### src/rtl/adc_seq_cmp.sv
module adc_seq_cmp #(
  parameter int DW   = 12,
  parameter int CW   = 4,
  parameter int NCMP = 8,
  parameter int RW   = 16
) (
  input  logic              clk,
  input  logic              rst_n,
  input  logic              fifo_mode,
  input  logic              scan_mode,
  input  logic [CW-1:0]     seq_last,
  input  logic              seq_start,
  input  logic              seq_abort,
  input  logic              conv_done,
  input  logic [DW-1:0]     conv_data,
  input  logic              reg_wr,
  input  logic [CW:0]       reg_addr,
  input  logic [RW-1:0]     reg_wdata,
  output logic [RW-1:0]     reg_rdata,
  output logic [CW-1:0]     conv_cnt,
  output logic              seq_busy,
  output logic [NCMP-1:0]   cmp_flags
);
  localparam int NSLOT = 1 << CW;
  localparam int AW    = CW + 1;
  localparam logic [AW-1:0] A_EN    = AW'(NSLOT);
  localparam logic [AW-1:0] A_SENSE = AW'(NSLOT + 1);
  localparam logic [AW-1:0] A_FLAG  = AW'(NSLOT + 2);
  localparam logic [AW-1:0] A_STAT  = AW'(NSLOT + 3);
  localparam logic [CW:0]   NCMP_W  = (CW+1)'(NCMP);

  logic [DW-1:0]   slot_q [NSLOT];
  logic [NCMP-1:0] en_q, sense_q, flag_q;
  logic [CW-1:0]   cnt_q, idx_q;
  logic            busy_q;

  wire kill = seq_abort | (reg_wr && reg_addr == A_EN);
  wire take = conv_done & busy_q & ~kill & ~seq_start;
  wire last = (idx_q == seq_last);

  wire [NCMP-1:0] idx_hot = ({1'b0, idx_q} < NCMP_W) ? (NCMP'(1) << idx_q) : '0;
  wire            cmp_sel = |(idx_hot & en_q);
  wire            cmp_gt  = |(idx_hot & sense_q);
  wire [DW-1:0]   ref_val = slot_q[cnt_q];
  wire            hit     = cmp_gt ? (conv_data > ref_val) : (conv_data <= ref_val);
  wire [NCMP-1:0] f_set   = (take && hit) ? (idx_hot & en_q) : '0;
  wire [NCMP-1:0] f_clr   = (reg_wr && reg_addr == A_FLAG) ? reg_wdata[NCMP-1:0] : '0;

  always_ff @(posedge clk or negedge rst_n) begin
    if (!rst_n) begin
      busy_q <= 1'b0;
      cnt_q  <= '0;
      idx_q  <= '0;
    end else if (kill) begin
      busy_q <= 1'b0;
      cnt_q  <= '0;
      idx_q  <= '0;
    end else if (seq_start) begin
      busy_q <= 1'b1;
      cnt_q  <= '0;
      idx_q  <= '0;
    end else if (take) begin
      idx_q <= last ? '0 : idx_q + 1'b1;
      cnt_q <= (last && !fifo_mode) ? '0 : cnt_q + 1'b1;
      if (last && !scan_mode) busy_q <= 1'b0;
    end
  end

  for (genvar i = 0; i < NSLOT; i++) begin : g_slot
    always_ff @(posedge clk or negedge rst_n) begin
      if (!rst_n)
        slot_q[i] <= '0;
      else if (take && cnt_q == CW'(i) && !cmp_sel)
        slot_q[i] <= conv_data;
      else if (reg_wr && reg_addr == AW'(i))
        slot_q[i] <= reg_wdata[DW-1:0];
    end
  end

  always_ff @(posedge clk or negedge rst_n) begin
    if (!rst_n) begin
      en_q    <= '0;
      sense_q <= '0;
      flag_q  <= '0;
    end else begin
      if (reg_wr && reg_addr == A_EN)    en_q    <= reg_wdata[NCMP-1:0];
      if (reg_wr && reg_addr == A_SENSE) sense_q <= reg_wdata[NCMP-1:0];
      flag_q <= (flag_q & ~f_clr) | f_set;
    end
  end

  always_comb begin
    reg_rdata = '0;
    if (reg_addr < AW'(NSLOT))
      reg_rdata = RW'(slot_q[reg_addr[CW-1:0]]);
    else
      case (reg_addr)
        A_EN:    reg_rdata = RW'(en_q);
        A_SENSE: reg_rdata = RW'(sense_q);
        A_FLAG:  reg_rdata = RW'(flag_q);
        A_STAT:  reg_rdata = RW'({busy_q, cnt_q});
        default: reg_rdata = '0;
      endcase
  end

  assign conv_cnt  = cnt_q;
  assign seq_busy  = busy_q;
  assign cmp_flags = flag_q;
endmodule


### config.mk
export PLATFORM = sky130hd
export DESIGN_NAME = adc_seq_cmp
export DESIGN_NICKNAME = d
export VERILOG_FILES = /design/src/rtl/adc_seq_cmp.sv
export SDC_FILE = /design/constraint.sdc
export NUM_CORES = 1
export LEC_CHECK = 0
export BUFFER_PORTS_ARGS = -buffer_cell sky130_fd_sc_hd__buf_2
export CORE_MARGIN = 4
export CORE_UTILIZATION = 37
export DETAILED_ROUTE_END_ITERATION = 16
export HOLD_SLACK_MARGIN = 0.1
export MAX_ROUTING_LAYER = met4
export SLEW_MARGIN = 20
export SYNTH_ARGS = -nofsm -noshare
export SYNTH_HDL_FRONTEND = slang
export SYNTH_SLANG_ARGS = --single-unit
### constraint.sdc
create_clock -name clk -period 3.71 [get_ports clk]
set_input_delay 0.5565 -clock clk [delete_from_list [all_inputs] [get_ports clk]]
set_output_delay 0.5565 -clock clk [all_outputs]
set_load 0.05 [all_outputs]
==> impl_metrics.ini <==
[status]
status = complete, but fails checks
violations = setup timing

[grt]
grt_use_total_pct = 22.3
antenna_found_initial = 1
grt_pass1_vias = 10700
grt_max_degree = 118
grt_overflow = 0
grt_pass1_wl_mm = 71.7

[timing]
setup_viol = 3
fin_crit_sh_pct = 101
finalClockSkew_ns = 0.0146
hold_viol_final = 0
tns_ns = -0.118
fin_crit_ns = 3.76
tightest_slew_ns = 0.999
drv_slew = 0
fin_ws_ns = -0.0485
rsz0062_at_grt = true
fmax_ghz = 0.266
relSlewSlack_pct = 33.4

[cells_and_area]
nets = 1354
drive_gt1_share_pct = 31.9
area_growth_syn_to_layout_pct = 14.2
num_antenna_cells = 0
final_cell_mix = dfrtp_1, mux2i_1, nor2_1, a21oi_1, mux4_2
final_cells = 1822
mostFrequentLayoutCell = dfrtp_1

[floorplan]
coreArea_sq_um = 38900
die_x_um = 207
die_h_um = 207
num_rows = 72
pin_count = 74
dieArea_sq_um = 42900
start_util_pct = 37.7

[place]
gp_congestion = 0.883
portBuffers = 65
place_hpwl_mm = 31.0
dpl.cell_count = 1769

[worst_setup_path]
r2r_slack_ns = -0.05
critPathArrivalTime_ns = 4.19
crit_required_ns = 4.14
reg2reg_from = conv_cnt[0]
r2r_end = cmp_flags[2]
crit_type = reg -> reg
cp_max_fo = 6
reg2regPathDepth = 14
start_kind = flip-flop
cp-end-kind = flip-flop

[synthesis]
ys.flop_type = dfrtp_1
netlist.top_cell.by_area = dfrtp_1
synth-edff-count = 0
async_flop_share_pct = 100
synth.distinct_cells = 47
netlist_top_cells_area = dfrtp_1, mux4_2, mux2i_1
postSynthAreaPerCell_sq_um = 11.8
syn_inst = 1247
synth.ff_latch_count = 225
synthSimpleGateAreaFrac_pct = 7.50
synth_top_family_by_area = multiplexers
synth_fa_ha_area_share_pct = 1.88
yosysWarningCount = 0
synth-xor-area-share_pct = 0.299
synth-compound-area-share_pct = 9.10
synth_area_sq_um = 14700
yosys.area.top_type_share_pct = 38.4
ys_seq_area_share_pct = 38.4
synth.mux.area_fraction_pct = 37.8

[drt]
viasPerCell = 5.93
wirelength_mm = 47.4
vias = 10800
drt-initial-drc-count = 1406
drcViolationCount = 0
ant_nets = 0
drtPass1Iterations = 5
wl_per_cell_um = 26.0

[clock_tree]
cts_buffers = 27
path_clk_slew_ns = 0.06
cts-root-buf = clkbuf_16
htree_levels = 1
clkLatencyLatePin_ns = 0.55
cts_tree = yes
cts.sinks = 225
hold_buffers = 0
cts.path.max_buffers = 3

[pwr]
p_leak_nw = 7.42
p_clk_share_pct = 33.9
p_per_area_nw_per_um2 = 476
pwr-share-seq_pct = 41.6
switching_power_mw = 2.37
power_frac_comb_pct = 24.5
peakVddDrop_mv = 0.298
intPower_mw = 5.60
p_sw_share_pct = 29.7

[job]
cap_violations = 0

[worst_hold_path]
hold_path_class = in -> async
[power by group through the flow]
| stage | combinational, mW | clock (mW) | sequential [mW] |
|---|---|---|---|
| after global placement | 1.83 | 0 | 3.30 |
| after floorplan | 1.42 | 0 | 3.20 |
| final | 1.95 | 2.70 | 3.31 |
| after global routing | 2.12 | 2.85 | 3.36 |
| after detailed placement | 1.88 | 0 | 3.34 |
| after CTS | 1.91 | 2.73 | 3.29 |
[synthesized netlist by cell type, drive strengths merged (2+ instances only)]
master,n
dfrtp,225
o2111ai,12
o21ai,17
o22ai,4
buf,57
a222oi,3
ha,22
a21oi,153
xnor2,5
inv,26
o31ai,2
or3,3
a22oi,2
nand2,43
mux4,125
nand3,11
nand2b,3
nor2,154
nor3,2
and3,3
a211oi,2
and2,4
o41ai,6
mux2i,155
clkbuf,68
nand4,9
mux2,104
nor2b,14
[critical path, cell delays in order (launching register included)]
cell and delay [ns]:
dfrtp_4 0.51, buf_12 0.15, buf_12 0.13, mux4_2 0.44
mux4_2 0.51, inv_2 0.09, ha_4 0.20, nor2b_4 0.12
o211ai_1 0.27, a211oi_2 0.12, o41ai_2 0.45, buf_4 0.23
xnor2_4 0.19, buf_6 0.16, o21ai_1 0.06
[logic make-up (layout without fill, tap and decap cells)]
logic type,Yosys count,after routing
adders and majority gates,22,22
DFF,225,225
other,1,4
AOI/OAI and AO/OA,207,207
muxes,384,384
and+or+nand+nor,252,252
buffers and inverters,151,205
xor gates and xnor gates,5,5
[per-stage QoR]
step           setup slack, ns  instance area [sq um]  power [mW]  hold WS, ns  util, %
3_3_place_gp            -0.346                  15600        5.14        0.515     40.1
3_5_place_dp            -0.326                  15600        5.22        0.510     40.1
4_1_cts                 0.0194                  16600        7.93        0.139     42.7
6_report               -0.0485                  16700        7.97        0.109     43.0
5_1_grt                -0.0648                  16700        8.33        0.181     43.0
2_1_floorplan           0.0168                  14700        4.62        0.261        -
[metal layers]
metal | vias up | wire [um] | global-route usage, % | share of wire (%)
met5 | - | 0 | - | 0
met4 | 0 | 1760 | 7.43 | 3.7
met3 | 112 | 2680 | 2.60 | 5.7
met2 | 435 | 23600 | 36.5 | 50
met1 | 5549 | 19400 | 29.2 | 41
li1 | 4706 | - | - | -
[registers in the layout, indices dropped and copies added, names as in the netlist]
name       count
cmp_flags      8
conv_cnt       4
en_q           8
idx_q          4
sense_q        8
seq_busy       1
slot_q       192
[repair_timing]
action / CTS / global route
buffers inserted: 6 / 1
setup endpoints to repair: 8 / 8
resized for setup: 2 / 22
pin swaps: 1 / 9
endpoints found under the hold margin: 0 / 0
[layout make-up]
class	instances	area, sq um
fillers	3631	22200
multi-input cells	874	8450
flip-flops and latches	225	5640
repair buffers	133	1000
clock buffers	39	801
well taps	518	648
inverters	26	97.6
clock inverters	7	93.8
[worst max-delay path by stage]
| stage | slack, ns | from | cells past startpoint | endpoint |
|---|---|---|---|---|
| 2_1_floorplan | 0.02 | conv_cnt[1] | 12 | cmp_flags[3] |
| 3_3_place_gp | -0.35 | conv_cnt[0] | 13 | cmp_flags[0] |
| 3_5_place_dp | -0.33 | conv_cnt[0] | 11 | cmp_flags[3] |
| 4_1_cts | 0.02 | conv_cnt[0] | 13 | cmp_flags[3] |
| 5_1_grt | -0.06 | conv_cnt[0] | 14 | cmp_flags[2] |
| 6_report | -0.05 | conv_cnt[0] | 14 | cmp_flags[2] |
Power figures use the tool's default switching activity.
